`src/rtl/eepw_pkg.sv`:
```
package eepw_pkg;

    localparam int unsigned DATA_W     = 8;
    localparam int unsigned PAGE_BYTES = 8;
    localparam int unsigned OFS_W      = $clog2(PAGE_BYTES);

    typedef logic [DATA_W-1:0]                   byte_t;
    typedef logic [PAGE_BYTES-1:0]               mask_t;
    typedef logic [OFS_W-1:0]                    ofs_t;
    typedef logic [PAGE_BYTES-1:0][DATA_W-1:0]   page_t;

    typedef struct packed {
        logic hit;
        ofs_t idx;
    } pick_t;

    // lowest set bit of a valid mask
    function automatic pick_t pick_lowest(mask_t m);
        pick_t r;
        r = '0;
        for (int i = PAGE_BYTES - 1; i >= 0; i--) begin
            if (m[i]) begin
                r.hit = 1'b1;
                r.idx = ofs_t'(i);
            end
        end
        return r;
    endfunction

    // in-page offset advance, wraps naturally at the page end
    function automatic ofs_t ofs_next(ofs_t o);
        return o + ofs_t'(1);
    endfunction

    // true when at most one bit of the mask is set
    function automatic logic at_most_one(mask_t m);
        return (m & (m - mask_t'(1))) == '0;
    endfunction

endpackage

```
`src/rtl/eepw_page_buf.sv`:
```
module eepw_page_buf
    import eepw_pkg::*;
#(
    parameter int unsigned ADDR_W = 9
) (
    input  logic              clk,
    input  logic              rst,
    input  logic              hold,
    input  logic              clear,
    input  logic              addr_load,
    input  logic [ADDR_W-1:0] start_addr,
    input  logic              byte_vld,
    input  byte_t             byte_data,
    output page_t             page_q,
    output mask_t             mask_q,
    output logic [ADDR_W-1:0] cur_addr
);

    ofs_t ofs;
    assign ofs = cur_addr[OFS_W-1:0];

    always_ff @(posedge clk) begin
        if (rst) begin
            page_q   <= '0;
            mask_q   <= '0;
            cur_addr <= '0;
        end else if (!hold) begin
            if (clear) begin
                mask_q <= '0;
            end else if (addr_load) begin
                cur_addr <= start_addr;
                mask_q   <= '0;
            end else if (byte_vld) begin
                page_q[ofs]           <= byte_data;
                mask_q[ofs]           <= 1'b1;
                cur_addr[OFS_W-1:0]   <= ofs_next(ofs);
            end
        end
    end

endmodule

```
`src/rtl/eepw_commit_seq.sv`:
```
module eepw_commit_seq
    import eepw_pkg::*;
#(
    parameter int unsigned ADDR_W = 9,
    localparam int unsigned UP_W  = ADDR_W - OFS_W
) (
    input  logic              clk,
    input  logic              rst,
    input  logic              launch,
    input  mask_t             launch_mask,
    input  page_t             page_d,
    input  logic [UP_W-1:0]   page_base,
    output logic              mem_we,
    output logic [ADDR_W-1:0] mem_addr,
    output byte_t             mem_wdata,
    output logic              drain_last
);

    mask_t pend_q;
    pick_t pk;

    assign pk         = pick_lowest(pend_q);
    assign mem_we     = pk.hit;
    assign mem_addr   = {page_base, pk.idx};
    assign mem_wdata  = page_d[pk.idx];
    assign drain_last = at_most_one(pend_q);

    always_ff @(posedge clk) begin
        if (rst) begin
            pend_q <= '0;
        end else if (launch) begin
            pend_q <= launch_mask;
        end else if (pk.hit) begin
            pend_q[pk.idx] <= 1'b0;
        end
    end

endmodule

```
`src/rtl/eepw_cycle_timer.sv`:
```
module eepw_cycle_timer #(
    parameter int unsigned TMR_W = 16
) (
    input  logic             clk,
    input  logic             rst,
    input  logic             launch,
    input  logic [TMR_W-1:0] cycle_len,
    input  logic             drain_last,
    output logic             busy
);

    logic [TMR_W-1:0] tmr_q;

    always_ff @(posedge clk) begin
        if (rst) begin
            tmr_q <= '0;
            busy  <= 1'b0;
        end else if (launch) begin
            tmr_q <= cycle_len;
            busy  <= 1'b1;
        end else if (busy) begin
            if (tmr_q != '0) begin
                tmr_q <= tmr_q - TMR_W'(1);
            end
            if (tmr_q <= TMR_W'(1) && drain_last) begin
                busy <= 1'b0;
            end
        end
    end

endmodule

```
`src/rtl/eeprom_page_writer.sv`:
```
module eeprom_page_writer
    import eepw_pkg::*;
#(
    parameter int unsigned ADDR_W = 9,
    parameter int unsigned TMR_W  = 16
) (
    input  logic              clk,
    input  logic              rst,
    input  logic              addr_load,
    input  logic [ADDR_W-1:0] start_addr,
    input  logic              byte_vld,
    input  logic [7:0]        byte_data,
    input  logic              stop,
    input  logic              wp,
    input  logic [TMR_W-1:0]  cycle_len,
    output logic              mem_we,
    output logic [ADDR_W-1:0] mem_addr,
    output logic [7:0]        mem_wdata,
    output logic              busy,
    output logic [ADDR_W-1:0] next_addr
);

    page_t             page_q;
    mask_t             mask_q;
    logic [ADDR_W-1:0] cur_addr;
    logic              stop_ok;
    logic              launch;
    logic              drain_last;

    assign stop_ok   = stop && !busy;
    assign launch    = stop_ok && !wp && (mask_q != '0);
    assign next_addr = cur_addr;

    eepw_page_buf #(.ADDR_W(ADDR_W)) u_buf (
        .clk        (clk),
        .rst        (rst),
        .hold       (busy),
        .clear      (stop_ok),
        .addr_load  (addr_load),
        .start_addr (start_addr),
        .byte_vld   (byte_vld),
        .byte_data  (byte_data),
        .page_q     (page_q),
        .mask_q     (mask_q),
        .cur_addr   (cur_addr)
    );

    eepw_commit_seq #(.ADDR_W(ADDR_W)) u_seq (
        .clk         (clk),
        .rst         (rst),
        .launch      (launch),
        .launch_mask (mask_q),
        .page_d      (page_q),
        .page_base   (cur_addr[ADDR_W-1:OFS_W]),
        .mem_we      (mem_we),
        .mem_addr    (mem_addr),
        .mem_wdata   (mem_wdata),
        .drain_last  (drain_last)
    );

    eepw_cycle_timer #(.TMR_W(TMR_W)) u_tmr (
        .clk        (clk),
        .rst        (rst),
        .launch     (launch),
        .cycle_len  (cycle_len),
        .drain_last (drain_last),
        .busy       (busy)
    );

endmodule

```
`config.mk`:
```
export PLATFORM = sky130hd
export DESIGN_NAME = eeprom_page_writer
export DESIGN_NICKNAME = d
export VERILOG_FILES = /design/src/rtl/eepw_pkg.sv /design/src/rtl/eepw_page_buf.sv /design/src/rtl/eepw_commit_seq.sv /design/src/rtl/eepw_cycle_timer.sv /design/src/rtl/eeprom_page_writer.sv
export SDC_FILE = /design/constraint.sdc
export NUM_CORES = 1
export LEC_CHECK = 0
export ABC_AREA = 1
export BUFFER_PORTS_ARGS = -buffer_cell sky130_fd_sc_hd__buf_2
export CORE_MARGIN = 2
export CORE_UTILIZATION = 30
export DETAILED_ROUTE_END_ITERATION = 7
export HOLD_SLACK_MARGIN = 0.1
export PLACE_DENSITY_LB_ADDON = 0.1
export SLEW_MARGIN = 20
export SYNTH_ARGS = -nofsm -noshare
export SYNTH_HDL_FRONTEND = slang
export SYNTH_HIERARCHICAL = 1
export SYNTH_SLANG_ARGS = --single-unit
```
`constraint.sdc`:
```
create_clock -name clk -period 1.62 [get_ports clk]
set_clock_uncertainty 0.05 [all_clocks]
set_input_delay 0.162 -clock clk [delete_from_list [all_inputs] [get_ports clk]]
set_output_delay 0.162 -clock clk [all_outputs]
set_load 0.03 [all_outputs]
```
# After elaboration in Yosys (flattened, before gate mapping)
# Cells that the tools add are included.
# W data, S select, Z words.
dict set report word_totals {
  wordCells 80
  out_inout_bits 28
  in_bits 39
  n_memories 0
  register_bits 106
  ram_bits 0
  latchBits 0
  mem_bits_ro 0
}
dict set report classes {
  n_shift 0
  n_reduce_logical 21
  add_sub_neg 3
  n_eq_ne 0
  bitwise 7
  n_mul 0
  n_lt_le_gt_ge 5
  div_mod_pow 0
  n_mux 30
}
# op count
set ops {}
lappend ops {{$bwmux W64} 1}
lappend ops {{$mux W8} 7}
lappend ops {{$mux W16} 3}
lappend ops {{$mux W4} 8}
lappend ops {{$bmux W8 S3} 1}
lappend ops {{$demux W8 S3} 1}
lappend ops {{$and A8 B8 Y8} 2}
lappend ops {{$le A16 B1 Y1 const B} 1}
lappend ops {{$reduce_bool A16 Y1} 1}
lappend ops {{$sub A16 B1 Y16 const B} 1}
lappend ops {{$logic_not A8 Y1} 1}
lappend ops {{$lt A3 B4 Y1 const B} 2}
lappend ops {{$not A8 Y8} 1}
lappend ops {{$or A8 B8 Y8} 1}
lappend ops {{$reduce_bool A2 Y1} 4}
lappend ops {{$reduce_bool A8 Y1} 1}
lappend ops {{$sub A8 B1 Y8 const B} 1}
lappend ops {{$demux W1 S3} 2}
lappend ops {{$ge A3 B1 Y1 const B} 2}
lappend ops {{$logic_and A1 B1 Y1} 6}
lappend ops {{$mux W3} 2}
lappend ops {{$reduce_and A3 Y1} 2}
lappend ops {{$mux W1} 5}
lappend ops {{$reduce_and A2 Y1} 2}
lappend ops {{other kinds (5)} 8}

# Logic depth before layout (Yosys ltp)
# Gate-level depths: netlist (run 1).
dict set report depth {
  depth_word 16
  ltp_mapped 12
  ltp_nobuf 11
}

# By module
# Netlist (run 1), hierarchy kept.
# module cells_each area_each_um2 seq_area_each_um2 n_inst
set by_module_without_submodules {}
lappend by_module_without_submodules {eepw_page_buf 465 3269.4 1621.6 1}
lappend by_module_without_submodules {eepw_commit_seq 233 1295.0 160.2 1}
lappend by_module_without_submodules {eepw_cycle_timer 205 1260.0 340.3 1}
lappend by_module_without_submodules {eeprom_page_writer 12 52.6 0.0 1}

# Worst setup path after synthesis (run 1)
# No wires, ideal clock.
dict set report synth_timing {
  path_kind {reg2reg}
  from {reg u_tmr.busy}
  to {reg u_tmr.tmr_q[2]}
  stages_incl_launch_ff 9
  slack_ns -0.202
  setup_time_ns 0.070
  path_buffers 0
  t_arrival_ns 1.702
  path_cell_list {dfxtp_1 -> nor2_4 -> nand2_1 -> nor2_1 -> inv_1 -> nand2_1 -> nand2_4 -> or2_2 -> a21oi_2}
}
dict set report synth_via {
  elab_chain_cells 6
}
# item line
set synth_lines {}
lappend synth_lines {{from (decl)} eepw_cycle_timer.sv:9} ;# output logic busy
lappend synth_lines {{from (signal assigned)} eepw_cycle_timer.sv:17} ;# busy <= 1'b0;
lappend synth_lines {{from (signal assigned)} eepw_cycle_timer.sv:20} ;# busy <= 1'b1;
lappend synth_lines {{from (signal assigned)} eepw_cycle_timer.sv:26} ;# busy <= 1'b0;
lappend synth_lines {{$logic_not A1 Y1 *} n/a}
lappend synth_lines {{$logic_and A1 B1 Y1 *} eeprom_page_writer.sv:30} ;# assign stop_ok = stop && !busy;
lappend synth_lines {{named net stop_ok} eeprom_page_writer.sv:26} ;# logic stop_ok;
lappend synth_lines {{$logic_and A1 B1 Y1 * (2 in series)} eeprom_page_writer.sv:31} ;# assign launch = stop_ok && !wp && (mask_q != '0);
lappend synth_lines {{named net launch} eeprom_page_writer.sv:27} ;# logic launch;
lappend synth_lines {{$reduce_bool A2 Y1 (no line)} n/a}
lappend synth_lines {{$reduce_and A2 Y1 (no line)} n/a}
lappend synth_lines {{to (signal assigned)} eepw_cycle_timer.sv:19} ;# tmr_q <= cycle_len;
lappend synth_lines {{to (signal assigned)} eepw_cycle_timer.sv:23} ;# tmr_q <= tmr_q - TMR_W'(1);
lappend synth_lines {{to (decl)} eepw_cycle_timer.sv:12} ;# logic [TMR_W-1:0] tmr_q;
# The timed path passes the listed nets; every way through them passes the cells marked *.
# A chain may end at the register's enable or synchronous reset.

# Worst setup path after layout (run 1)
dict set report layout_timing {
  from {reg u_seq.pend_q[2]}
  to {out mem_wdata[0]}
}
dict set report layout_via {
  elab_chain_cells 5
}
# item line
set layout_lines {}
lappend layout_lines {{from (decl)} eepw_commit_seq.sv:19} ;# mask_t pend_q;
lappend layout_lines {{from (signal assigned)} eepw_commit_seq.sv:32} ;# pend_q <= launch_mask;
lappend layout_lines {{$mux W4 (3 in series)} eepw_pkg.sv:22} ;# if (m[i]) begin
lappend layout_lines {{$bmux W8 S3} eepw_commit_seq.sv:25} ;# assign mem_wdata = page_d[pk.idx];
lappend layout_lines {{$mux W8 (not written as such)} eepw_commit_seq.sv:25}
lappend layout_lines {{to (decl)} eeprom_page_writer.sv:18} ;# output logic [7:0] mem_wdata,
# Every way passes these cells. The select of a mux whose other input is x is not followed.

==> parameters.txt, run 1 <==
Parameter                              Value

Global route
  Vias in the first global route ... 5631
  Wire length of the first global-routing pass ... 30800 um
  GR Util All Layers ... 19.3%
  Number of antenna violations at the first check in global routing ... 0
  Total overflow reported by the global router ... 0
  Maximum number of pins on one net before global-route repair ... 44

STA
  Pin slew with the least headroom to its limit ... 0.787 ns
  Number of failing setup endpoints in the final timing report ... 13
  Max Fclk ... 473 MHz
  Share of the cycle needed by the critical path after routing ... 131%
  Post-route worst setup slack ... -0.496 ns
  Clock period minus final worst setup slack ... 2.12 ns
  Worst max-slew margin expressed relative to the limit ... 47.3%
  Max-slew violation count ... 0
  Number of hold violations in the final report ... 0
  Setup repair after global routing missed its margin ... true

Worst setup path
  Critical path fanouts, max ... 16
  Reg-to-reg startpoint ... u_seq/pend_q[2]$_SDFFE_PP0P_
  Setup slack of the most critical reg-to-reg path ... -0.15 ns
  Kind of capture point of the worst setup path ... primary output
  Critical path required time ... 1.41 ns
  Startpoint-to-endpoint class of the critical path ... register to primary output
  Worst Reg2Reg Path Length in Cells ... 10
  Worst R2R End ... u_tmr/busy$_SDFF_PP0_
  Worst Path Arrival ... 1.90 ns
  Startpoint type of the worst setup path ... register

Yosys
  Per-instance average area after synthesis ... 6.42 um^2
  Mapped cell area ... a little under 6000 um^2
  Nets in the synthesized netlist ... 958
  Instance count of the mapped netlist ... 915
  Number of flops mapped to enable cells by yosys ... 0
  Post-synth cell types ... 34
  Primary FF master, synth ... sky130_fd_sc_hd__dfxtp_1
  Share of synthesized area occupied by flip-flops and latches ... 36.1%
  Number of synthesized register bits ... 106
  Syn. warnings ... 6
  FFs w/ async S/R, synth ... 0%

Placement
  Setup slack after placement ... -0.211 ns
  Input/output buffers ... 66
  Gpl congestion ... approximately 0.78
  Total instance count after detailed placement ... 1294
  Detailed Place HPWL ... approximately 14000 um

Clock network
  H-tree levels ... 3
  Maximum clock path buffer count ... 2
  Clock-pin slew of the registers on the worst-case setup and hold paths ... about 0.070 ns
  CTS Root Cell ... sky130_fd_sc_hd__clkbuf_16
  Clock network latency to the later pin of the worst-skew pair ... 0.36 ns
  CTS Buf Count ... 9
  CTS sink cnt ... 106
  CTS tree ... done

Hold path
  Worst hold endpoint ... u_tmr/tmr_q[14]$_SDFFE_PP0P_
  Type of the tightest min-delay check ... primary input to register
  HP Start ... cycle_len[14]
  Number of stages on the worst hold path ... 5

Power and ir drop
  Leakage power total ... 0.00381 uW
  Maximum ir drop on the vdd rail ... ~0.46 mV
  Power density cells ... 698 nW/um^2

Detailed routing
  Antenna Violating Nets Remaining ... 0
  Drt total wl ... 20100 um
  Pre-antenna DRT Iters ... 5
  Residual DRC ... 0
  Avg WL per Cell ... 15.0 um
  Via/cell ratio ... 4.64
  Count of vias placed by the detailed router ... 6208
  First-iteration detailed-routing DRC count ... 372

Floorplan
  I/O pin total ... 67
  Row cnt ... 51
  Die Outline Area ... a little over 20000 um^2
  Horizontal extent of the die ... 144 um
  Initial standard-cell utilization of the core ... 30.4%
  Floorplan die height ... roughly 140 um
  Std-Cell Core Area ... 19300 um^2

Outcome
  Status ... complete, but fails checks
  Violations in the final reports ... negative setup slack

Layout
  Core utilization of the finished layout ... 42.5%
  Nets@finish ... between 1000 and 1500
  Ratio of cells with drive above 1 in the final layout ... 29.9%
  Antenna fix cells ... 0
  Final Instance Count excl. Fillers ... 1338
  Area growth, synth to finish ... 39.7%

Job
  Max-cap violations ... 0
-- critical path: stages (launching register included) --
cell,delay (ns)
sky130_fd_sc_hd__dfxtp_4,0.37
sky130_fd_sc_hd__nor2_4,0.17
sky130_fd_sc_hd__nand2_4,0.12
sky130_fd_sc_hd__buf_6,0.14
sky130_fd_sc_hd__nor2_4,0.09
sky130_fd_sc_hd__buf_12,0.16
sky130_fd_sc_hd__nand4_1,0.13
sky130_fd_sc_hd__nand2_1,0.13
sky130_fd_sc_hd__nor2_1,0.06
sky130_fd_sc_hd__nand2_2,0.06
sky130_fd_sc_hd__buf_6,0.12
-- state kept, by name (all words and copies together) (netlist names) --
signal / flops
u_buf/page_q: 64
u_seq/pend_q: 8
u_tmr/busy: 1
u_buf/cur_addr: 9
u_buf/mask_q: 8
u_tmr/tmr_q: 16
-- timing repair --
| item | in CTS | in global routing |
|---|---|---|
| buffers inserted | 6 | 5 |
| hold buffers | 15 | 0 |
| endpoints found under the setup margin | 30 | 45 |
| cloned | 1 | 3 |
| gates resized for setup | 61 | 75 |
| pin swaps | 20 | 38 |
| hold endpoints to repair | 15 | 0 |
-- report_power, final --
group	switching, uW	leakage, uW	internal [uW]
clock	1120	0.000150	1240
sequential	33.2	0.000866	2640
combinational	437	0.00279	266
total	1590	0.00381	4140
-- area by class of cell --
type                       count  area [um^2]
clock inverter                 6         76.3
fill                        2067        11100
inverter                      72          279
tap                          265          332
sequential                   106         2150
timing repair buffer         180         1560
clock buffer                  10          229
multi-input combinational    699         3580
-- worst max-delay path by stage --
stage | cells past startpoint | to | slack [ns] | startpoint
4_1_cts | 9 | mem_wdata[0] | -0.47 | u_seq/pend_q[0]$_SDFFE_PP0P_
2_1_floorplan | 9 | mem_wdata[5] | -0.03 | u_seq/pend_q[1]$_SDFFE_PP0P_
5_1_grt | 13 | mem_wdata[5] | -0.58 | u_seq/pend_q[7]$_SDFFE_PP0P_
3_5_place_dp | 13 | mem_wdata[2] | -0.21 | u_seq/pend_q[6]$_SDFFE_PP0P_
6_report | 10 | mem_wdata[0] | -0.50 | u_seq/pend_q[2]$_SDFFE_PP0P_
3_3_place_gp | 13 | mem_wdata[2] | -0.21 | u_seq/pend_q[6]$_SDFFE_PP0P_
-- routing by layer --
layer	up-vias	track usage, %	share of wire, %
met5	-	0	0
met4	0	2.94	0.45
met3	6	3.33	3.4
met2	109	31.6	47
met1	2854	27.1	50
li1	3239	-	-
-- cell usage in the layout (no fill, tap or decap), types with 9 or more instances in the layout --
| master | n |
|---|---|
| sky130_fd_sc_hd__nor2_2 | 31 |
| sky130_fd_sc_hd__a21oi_1 | 19 |
| sky130_fd_sc_hd__dfxtp_1 | 89 |
| sky130_fd_sc_hd__dlygate4sd3_1 | 15 |
| sky130_fd_sc_hd__inv_2 | 9 |
| sky130_fd_sc_hd__nand2_1 | 185 |
| sky130_fd_sc_hd__buf_12 | 16 |
| sky130_fd_sc_hd__dfxtp_2 | 14 |
| sky130_fd_sc_hd__inv_1 | 59 |
| sky130_fd_sc_hd__nor2_1 | 207 |
| sky130_fd_sc_hd__o21ai_0 | 21 |
| sky130_fd_sc_hd__nor2_4 | 15 |
| sky130_fd_sc_hd__nand4_1 | 26 |
| sky130_fd_sc_hd__a21oi_2 | 17 |
| sky130_fd_sc_hd__buf_6 | 19 |
| sky130_fd_sc_hd__clkbuf_16 | 11 |
| sky130_fd_sc_hd__nand3_1 | 113 |
| sky130_fd_sc_hd__nand2_2 | 18 |
| sky130_fd_sc_hd__buf_4 | 74 |
| sky130_fd_sc_hd__buf_2 | 54 |
-- stage by stage --
stage / hold slack (ns) / instance area, um^2 / TNS (ns) / total power [uW]
finish: 0.108 / 8210 / -4.45 / 5730
global placement: 0.366 / 7150 / -1.89 / 3390
CTS: 0.101 / 7850 / -4.23 / 5800
detailed placement: 0.371 / 7150 / -2.28 / 3380
global route: 0.128 / 8210 / -5.78 / 5960
floorplan: 0.181 / 5900 / -0.107 / 3130
-- Yosys cell counts, types with 6 or more instances --
cell type	instances	area, um^2
sky130_fd_sc_hd__nand2_1	203	762
sky130_fd_sc_hd__nor2_1	229	860
sky130_fd_sc_hd__dfxtp_1	106	2120
sky130_fd_sc_hd__clkbuf_1	8	30.0
sky130_fd_sc_hd__buf_1	7	26.3
sky130_fd_sc_hd__nor2_2	15	93.8
sky130_fd_sc_hd__nand3_1	122	611
sky130_fd_sc_hd__buf_2	8	40.0
sky130_fd_sc_hd__a21oi_1	26	130
sky130_fd_sc_hd__buf_4	8	60.1
sky130_fd_sc_hd__o21ai_0	23	115
sky130_fd_sc_hd__nor2_4	8	90.1
sky130_fd_sc_hd__inv_1	67	251
sky130_fd_sc_hd__a21oi_2	11	96.3
sky130_fd_sc_hd__nand4_1	26	163
sky130_fd_sc_hd__buf_6	8	90.1
sky130_fd_sc_hd__nand2_2	6	37.5
-- cell families after synthesis --
kind of cell / Yosys count / share of synthesized area [%]
and+or+nand+nor: 622 / 46.6
buffers and inverters: 112 / 9.13
DFF: 106 / 36.1
AOI/OAI and AO/OA: 67 / 6.71
xor gates and xnor gates: 4 / 0.596
adders and majority gates: 4 / 0.852
(Power assumes the default switching activity.)
==> run 2, diff against run 1 <==
CORE_MARGIN = default   (was 2)
SKIP_LAST_GASP = 1   (was default)
==> run 2 against run 1 <==
Worst setup slack gained 0.0023 ns. Utilization hardly changed. Non-clock buffer count increased by 7. Count of clock-buffer cells in the layout decreased by 1. Cell area is 2.0% lower. Clock power shrank 4%. The flow still finishes with violations (negative setup slack). Highest routed layer unchanged. Critical endpoint is now mem_wdata[5]. Flip-flop and latch count did not move. First-iteration DRC count fell by 9.1%. Largest power group unchanged.
==> parameters.txt, run 2 (synthesis results as in run 1) <==
Parameter                              Value

Hold path
  Type of the tightest min-delay check ... primary input to register

Global route
  Maximum number of pins on one net before global-route repair ... 44 (unchanged)
  Vias in the first global route ... 5605 (-0.46%)
  Total overflow reported by the global router ... 0 (unchanged)
  Wire length of the first global-routing pass ... 31200 um (+1.1%)
  Number of antenna violations at the first check in global routing ... 0 (unchanged)
  GR Util All Layers ... 20.2% (+0.95 points)

Placement
  Input/output buffers ... 66 (unchanged)
  Detailed Place HPWL ... 13600 um (-3.3%)
  Total cell area at the placement stage ... 7080 um^2 (-0.93%)
  Gpl congestion ... 0.840 (+7.4%)
  Total instance count after detailed placement ... 1281 (-1.0%)

STA
  Max Fclk ... 473 MHz (+0.11%)
  Setup repair after global routing missed its margin ... true
  Worst max-slew margin expressed relative to the limit ... 54.2% (+6.9 points)
  Share of the cycle needed by the critical path after routing ... 130% (-0.14 points)
  Clock period minus final worst setup slack ... 2.11 ns (-0.00234 ns)
  Post-Route Setup TNS ... -4.89 ns (-0.438 ns)
  Max-slew violation count ... 0 (unchanged)
  Post-route worst setup slack ... -0.494 ns (+0.00234 ns)
  Number of hold violations in the final report ... 0 (unchanged)
  Pin slew with the least headroom to its limit ... 0.680 ns (-0.107 ns)
  Number of failing setup endpoints in the final timing report ... 13 (unchanged)

Layout
  Count of filler cells inserted in the layout ... 2043 (-1.2%)
  Nets@finish ... 1117 (+0.54%)
  Final Instance Area ... 8050 um^2 (-2.0%)
  Max reg flops ... 64 (unchanged)
  Register area ... 2140 um^2 (-0.35%)
  Register bank with the most flops ... u_buf/page_q
  Area of the multi-input gates ... 3390 um^2 (-5.4%)
  Commonest cells after routing, fill and taps aside ... sky130_fd_sc_hd__nor2_1, sky130_fd_sc_hd__nand2_1, sky130_fd_sc_hd__nand3_1, sky130_fd_sc_hd__dfxtp_1, sky130_fd_sc_hd__buf_4
  Antenna fix cells ... 0 (unchanged)
  Area growth, synth to finish ... 36.9%
  Final Instance Count excl. Fillers ... 1339 (+0.075%)
  Most common library cell in the layout ignoring fill and taps ... sky130_fd_sc_hd__nor2_1
  Ratio of cells with drive above 1 in the final layout ... 27.8% (-2.1 points)
  Largest registers in the final layout ... u_buf/page_q x64, u_tmr/tmr_q x16, u_buf/cur_addr x9

Worst setup path
  Longest individual stage delay on the worst path ... 0.35 ns (-0.02 ns)
  Critical path fanouts, max ... 12 (-4)
  Critical path required time ... 1.41 ns (about the same)
  Highest-delay cell along the critical path ... sky130_fd_sc_hd__dfxtp_2
  Kind of cell adding the most delay to the critical path ... simple AND/OR/NAND/NOR gates
  Startpoint-to-endpoint class of the critical path ... register to primary output
  Crit path cell chain ... inv_2, nand2_1, nand3_1, nand2_1, nand2_2, nand2_4, nand2_4, clkbuf_16, nand3_1, nand2_1, nor2_2, nand2_2, buf_6
  Startpoint type of the worst setup path ... register
  Kind of capture point of the worst setup path ... primary output
  Worst Path Arrival ... 1.90 ns (about the same)
  Count of buffer and inverter cells on the critical path ... 3 (unchanged)
  Cell repeated most along the worst path ... sky130_fd_sc_hd__nand2_1

Power and ir drop
  Power density cells ... 699 nW/um^2 (+0.15%)
  Maximum ir drop on the vdd rail ... 0.498 mV (+8.1%)
  Leakage power total ... 0.00378 uW (-0.57%)
  Overall power after layout ... 5630 uW (-1.8%)

Floorplan
  Floorplan die height ... 142 um (-1.4%)
  Row cnt ... 50 (-2.0%)
  Die Outline Area ... 20200 um^2 (-2.8%)
  Initial standard-cell utilization of the core ... 31.0% (+0.61 points)
  I/O pin total ... 67 (unchanged)
  Horizontal extent of the die ... 142 um (-1.4%)
  Std-Cell Core Area ... 19000 um^2 (-2.0%)

Detailed routing
  Antenna Violating Nets Remaining ... 0 (unchanged)
  Avg WL per Cell ... 15.0 um (+0.20%)
  Via/cell ratio ... 4.65 (+0.25%)
  Count of vias placed by the detailed router ... 6228 (+0.32%)
  Residual DRC ... 0 (unchanged)
  Pre-antenna DRT Iters ... 5 (unchanged)
  Drt total wl ... 20100 um (+0.27%)
  First-iteration detailed-routing DRC count ... 338 (-9.1%)

Clock network
  CTS Buf Count ... 9 (unchanged)
  CTS sink cnt ... 106 (unchanged)
  Clock-pin slew of the registers on the worst-case setup and hold paths ... 0.08 ns (about the same)
  CTS tree ... done
  CTS Root Cell ... sky130_fd_sc_hd__clkbuf_16
  Clock network latency to the later pin of the worst-skew pair ... 0.36 ns (about the same)
  H-tree levels ... 3 (unchanged)
  Maximum clock path buffer count ... 2 (unchanged)

Outcome
  Violations in the final reports ... negative setup slack
  Status ... complete, but fails checks

Job
  Max-cap violations ... 0 (unchanged)
run 2: cell count changes in the layout (fill, tap and decap cells not counted), moves of 3 or more:
cell                            change
sky130_fd_sc_hd__a21oi_1            +6
sky130_fd_sc_hd__a21oi_2            -5
sky130_fd_sc_hd__buf_4              +6
sky130_fd_sc_hd__dfxtp_2            +3
sky130_fd_sc_hd__dfxtp_4            -3
sky130_fd_sc_hd__dlygate4sd3_1      +3
sky130_fd_sc_hd__nand2_1            +6
sky130_fd_sc_hd__nand2_8            -3
sky130_fd_sc_hd__nand3_1            +5
sky130_fd_sc_hd__nand3_2            -3
sky130_fd_sc_hd__nor2_1             +4
sky130_fd_sc_hd__nor2_2             -3
run 2: stage by stage:
step	hold WS [ns]	worst slack [ns]	utilization, %
2_1_floorplan	0.181	-0.0312	-
3_3_place_gp	0.365	-0.258	37.3
3_5_place_dp	0.374	-0.235	37.3
4_1_cts	0.106	-0.546	40.8
5_1_grt	0.154	-0.591	42.5
6_report	0.116	-0.494	42.5
run 2: path summary, 6_finish.rpt:
path              depth (start not counted)                        endpoint  slack [ns]                          from
setup reg to reg                         12           u_tmr/busy$_SDFF_PP0_       -0.23  u_seq/pend_q[5]$_SDFFE_PP0P_
hold / removal                            5  u_buf/cur_addr[0]$_SDFFE_PP0P_        0.12                 start_addr[0]
setup / recovery                         13                    mem_wdata[5]       -0.49  u_seq/pend_q[5]$_SDFFE_PP0P_
hold reg to reg                           2    u_seq/pend_q[0]$_SDFFE_PP0P_        0.42  u_buf/mask_q[0]$_SDFFE_PP0P_
run 2: power by group:
group / switching (uW) / internal (uW) / total (uW)
Sequential: 34.0 / 2650 / 2680
Clock: 1160 / 1090 / 2260
Combinational: 428 / 262 / 690
Total: 1630 / 4000 / 5630
run 2: layout make-up:
type / instances / share of cell area [%]
clock buffer: 9 / 2.80
clock inverter: 7 / 0.917
inverter: 72 / 3.47
multi-input combinational: 698 / 42.1
sequential: 106 / 26.6
tap: 260 / 4.04
timing repair buffer: 187 / 20.0
run 2: what timing repair did:
item,4_1_cts,5_1_grt
gates resized for setup,35,58
buffers inserted,8,14
gates cloned,1,2
hold buffers,18,0
endpoints found under the setup margin,16,52
endpoints found under the hold margin,18,0
pin swaps,18,21
run 2: worst register-to-register path, cell delays in order (launching register included):
cell and delay (ns):
sky130_fd_sc_hd__dfxtp_2 0.33, sky130_fd_sc_hd__buf_6 0.12, sky130_fd_sc_hd__nor2_4 0.11, sky130_fd_sc_hd__inv_2 0.06
sky130_fd_sc_hd__nor2_4 0.14, sky130_fd_sc_hd__buf_4 0.13, sky130_fd_sc_hd__buf_4 0.10, sky130_fd_sc_hd__a21oi_1 0.04
sky130_fd_sc_hd__nor4_1 0.21, sky130_fd_sc_hd__buf_4 0.17, sky130_fd_sc_hd__o2111ai_1 0.14, sky130_fd_sc_hd__nand2_1 0.09
sky130_fd_sc_hd__a21oi_1 0.06
run 2: metal layers:
metal  up-vias  track usage (%)  share of wire, %  routed length [um]
met3        10             2.89               3.7                 741
li1       3234                -                 -                   -
met4         0             4.07              0.78                 157
met2       132             32.4                46                9190
met1      2852             28.8                50               10000
met5         -                0                 0                   0
==> run 3, diff against run 2 <==
BUFFER_PORTS_ARGS = default   (was -buffer_cell sky130_fd_sc_hd__buf_2)
DONT_BUFFER_PORTS = 1   (was default)
==> run 3 against run 2 <==
The flow still finishes with violations (negative setup slack). Register-to-register slack worse by 0.04 ns. Flip-flop and latch count unchanged. Cell area fell by 2.4%. Via count is 2.7% lower.
==> parameters.txt, run 3 (synthesis results as in run 1) <==
Parameter                              Value

Outcome
  Status ... complete, but fails checks
  Violations in the final reports ... negative setup slack

Detailed routing
  Residual DRC ... 0 (unchanged)
  Antenna Violating Nets Remaining ... 0 (unchanged)
  Avg WL per Cell ... 15.7 um (+4.6%)
  First-iteration detailed-routing DRC count ... 393 (+16%)
  Pre-antenna DRT Iters ... 5 (unchanged)
  Drt total wl ... 20100 um (about the same)
  Via/cell ratio ... 4.73 (+1.7%)
  Count of vias placed by the detailed router ... 6057 (-2.7%)

STA
  Clock period minus final worst setup slack ... 2.08 ns (-0.0358 ns)
  Number of failing setup endpoints in the final timing report ... 12 (-1)
  Worst Hold Margin ... 0.123 ns (+0.00676 ns)
  Pin slew with the least headroom to its limit ... 0.822 ns (+0.143 ns)
  Post-route worst setup slack ... -0.458 ns (+0.0358 ns)
  Setup repair after global routing missed its margin ... true
  Number of hold violations in the final report ... 0 (unchanged)
  Worst max-slew margin expressed relative to the limit ... 45.0% (-9.2 points)
  Max-slew violation count ... 0 (unchanged)
  Share of the cycle needed by the critical path after routing ... 128% (-2.2 points)
  Max Fclk ... 481 MHz (+1.7%)

Placement
  Input/output buffers ... 0 (-100%)
  Total instance count after detailed placement ... 1209 (-5.6%)
  Total cell area at the placement stage ... 6700 um^2 (-5.3%)
  Gpl congestion ... 0.781 (-7.1%)
  Setup slack after placement ... -0.151 ns (+0.0840 ns)
  Detailed Place HPWL ... 13100 um (-3.1%)

Layout
  Register bank with the most flops ... u_buf/page_q
  Core utilization of the finished layout ... 41.4% (-1.0 points)
  Area of the multi-input gates ... 3520 um^2 (+4.0%)
  Count of filler cells inserted in the layout ... 2057 (+0.69%)
  Commonest cells after routing, fill and taps aside ... sky130_fd_sc_hd__nor2_1, sky130_fd_sc_hd__nand2_1, sky130_fd_sc_hd__nand3_1, sky130_fd_sc_hd__dfxtp_1, sky130_fd_sc_hd__buf_4
  Largest registers in the final layout ... u_buf/page_q x64, u_tmr/tmr_q x16, u_buf/cur_addr x9
  Final Instance Count excl. Fillers ... 1280 (-4.4%)
  Antenna fix cells ... 0 (unchanged)
  Area growth, synth to finish ... 33.7%
  Ratio of cells with drive above 1 in the final layout ... 23.9% (-3.9 points)
  Max reg flops ... 64 (unchanged)
  Register area ... 2140 um^2 (unchanged)
  Most common library cell in the layout ignoring fill and taps ... sky130_fd_sc_hd__nor2_1
  Nets@finish ... 1058 (-5.3%)
  Final Instance Area ... 7860 um^2 (-2.4%)

Power and ir drop
  Power density cells ... 708 nW/um^2 (+1.3%)
  Maximum ir drop on the vdd rail ... 0.477 mV (-4.1%)
  Leakage power total ... 0.00352 uW (-6.9%)

Clock network
  H-tree levels ... 3 (unchanged)
  CTS Buf Count ... 9 (unchanged)
  CTS tree ... done
  CTS sink cnt ... 106 (unchanged)
  Maximum clock path buffer count ... 2 (unchanged)
  CTS Root Cell ... sky130_fd_sc_hd__clkbuf_16
  Clock-pin slew of the registers on the worst-case setup and hold paths ... 0.08 ns (about the same)
  Clock network latency to the later pin of the worst-skew pair ... 0.35 ns (about the same)

Hold path
  Type of the tightest min-delay check ... primary input to register

Global route
  Wire length of the first global-routing pass ... 31300 um (+0.29%)
  Maximum number of pins on one net before global-route repair ... 67 (+52%)
  GR Util All Layers ... 20.3% (+0.051 points)
  Vias in the first global route ... 5535 (-1.2%)
  Number of antenna violations at the first check in global routing ... 0 (unchanged)
  Total overflow reported by the global router ... 0 (unchanged)

Worst setup path
  Highest-delay cell along the critical path ... sky130_fd_sc_hd__dfxtp_2
  Crit path cell chain ... inv_2, nand2_1, nand3_1, nand2_1, nand2_2, nand2_8, buf_4, nand2_8, nand3_1, nand2_1, nor2_2, nand2_4
  Critical path required time ... 1.41 ns (about the same)
  Critical path fanouts, max ... 13 (+1)
  Startpoint type of the worst setup path ... register
  Count of buffer and inverter cells on the critical path ... 2 (-1)
  Longest individual stage delay on the worst path ... 0.34 ns (about the same)
  Cell repeated most along the worst path ... sky130_fd_sc_hd__nand2_1
  Worst Path Arrival ... 1.87 ns (-0.03 ns)
  Kind of capture point of the worst setup path ... primary output
  Startpoint-to-endpoint class of the critical path ... register to primary output
  Kind of cell adding the most delay to the critical path ... simple AND/OR/NAND/NOR gates

Floorplan
  Die Outline Area ... 20200 um^2 (unchanged)
  Floorplan die height ... 142 um (unchanged)
  Row cnt ... 50 (unchanged)
  Horizontal extent of the die ... 142 um (unchanged)
  Initial standard-cell utilization of the core ... 31.0% (unchanged)
  I/O pin total ... 67 (unchanged)
  Std-Cell Core Area ... 19000 um^2 (unchanged)

Job
  Max-cap violations ... 0 (unchanged)
[run 3: metal layers]
layer / track usage (%) / wire, um / vias to the layer above
met2: 31.8 / 9100 / 116
met4: 4.13 / 163 / 0
met3: 3.06 / 754 / 12
li1: - / - / 3131
met5: 0 / 0 / -
met1: 29.3 / 10100 / 2798
[run 3: area by class of cell]
type / instances / area share [%]
multi-input cells: 699 / 44.8
clock buffers: 10 / 3.04
well taps: 260 / 4.14
clock inverters: 6 / 0.749
inverters: 72 / 3.62
flip-flops and latches: 106 / 27.3
repair buffers: 127 / 16.3
[run 3: timing repair]
| item | in CTS | in global routing |
|---|---|---|
| setup endpoints to repair | 27 | 117 |
| endpoints found under the hold margin | 35 | 0 |
| hold buffers | 27 | 0 |
| cloned | 2 | 2 |
| resized for setup | 29 | 77 |
| pin swaps | 17 | 28 |
| buffers inserted | 20 | 10 |
[run 3: tightest hold or removal path: cells and delay by family]
family,cells,cell delay [ns]
simple gates,5,0.32
[run 3: worst paths after layout]
path	startpoint	endpoint	slack (ns)	cells past startpoint
setup / recovery	u_seq/pend_q[5]$_SDFFE_PP0P_	mem_wdata[5]	-0.46	12
setup reg to reg	u_seq/pend_q[5]$_SDFFE_PP0P_	u_tmr/busy$_SDFF_PP0_	-0.27	10
hold / removal	byte_vld	u_buf/page_q[12]$_SDFFE_PP0P_	0.12	5
hold reg to reg	u_buf/mask_q[0]$_SDFFE_PP0P_	u_seq/pend_q[0]$_SDFFE_PP0P_	0.40	2
[run 3: where the power goes]
part / internal [uW] / switching, uW / leakage, uW
Clock: 1120 / 1140 / 0.000143
Sequential: 2640 / 27.0 / 0.000864
Combinational: 211 / 421 / 0.00251
Total: 3980 / 1580 / 0.00352
[run 3: metrics by stage]
step | power [uW] | TNS, ns
final | 5560 | -4.39
after floorplan | 3130 | -0.107
after global routing | 5820 | -5.90
after global placement | 3280 | -0.801
after detailed placement | 3280 | -0.924
after CTS | 5620 | -33.00
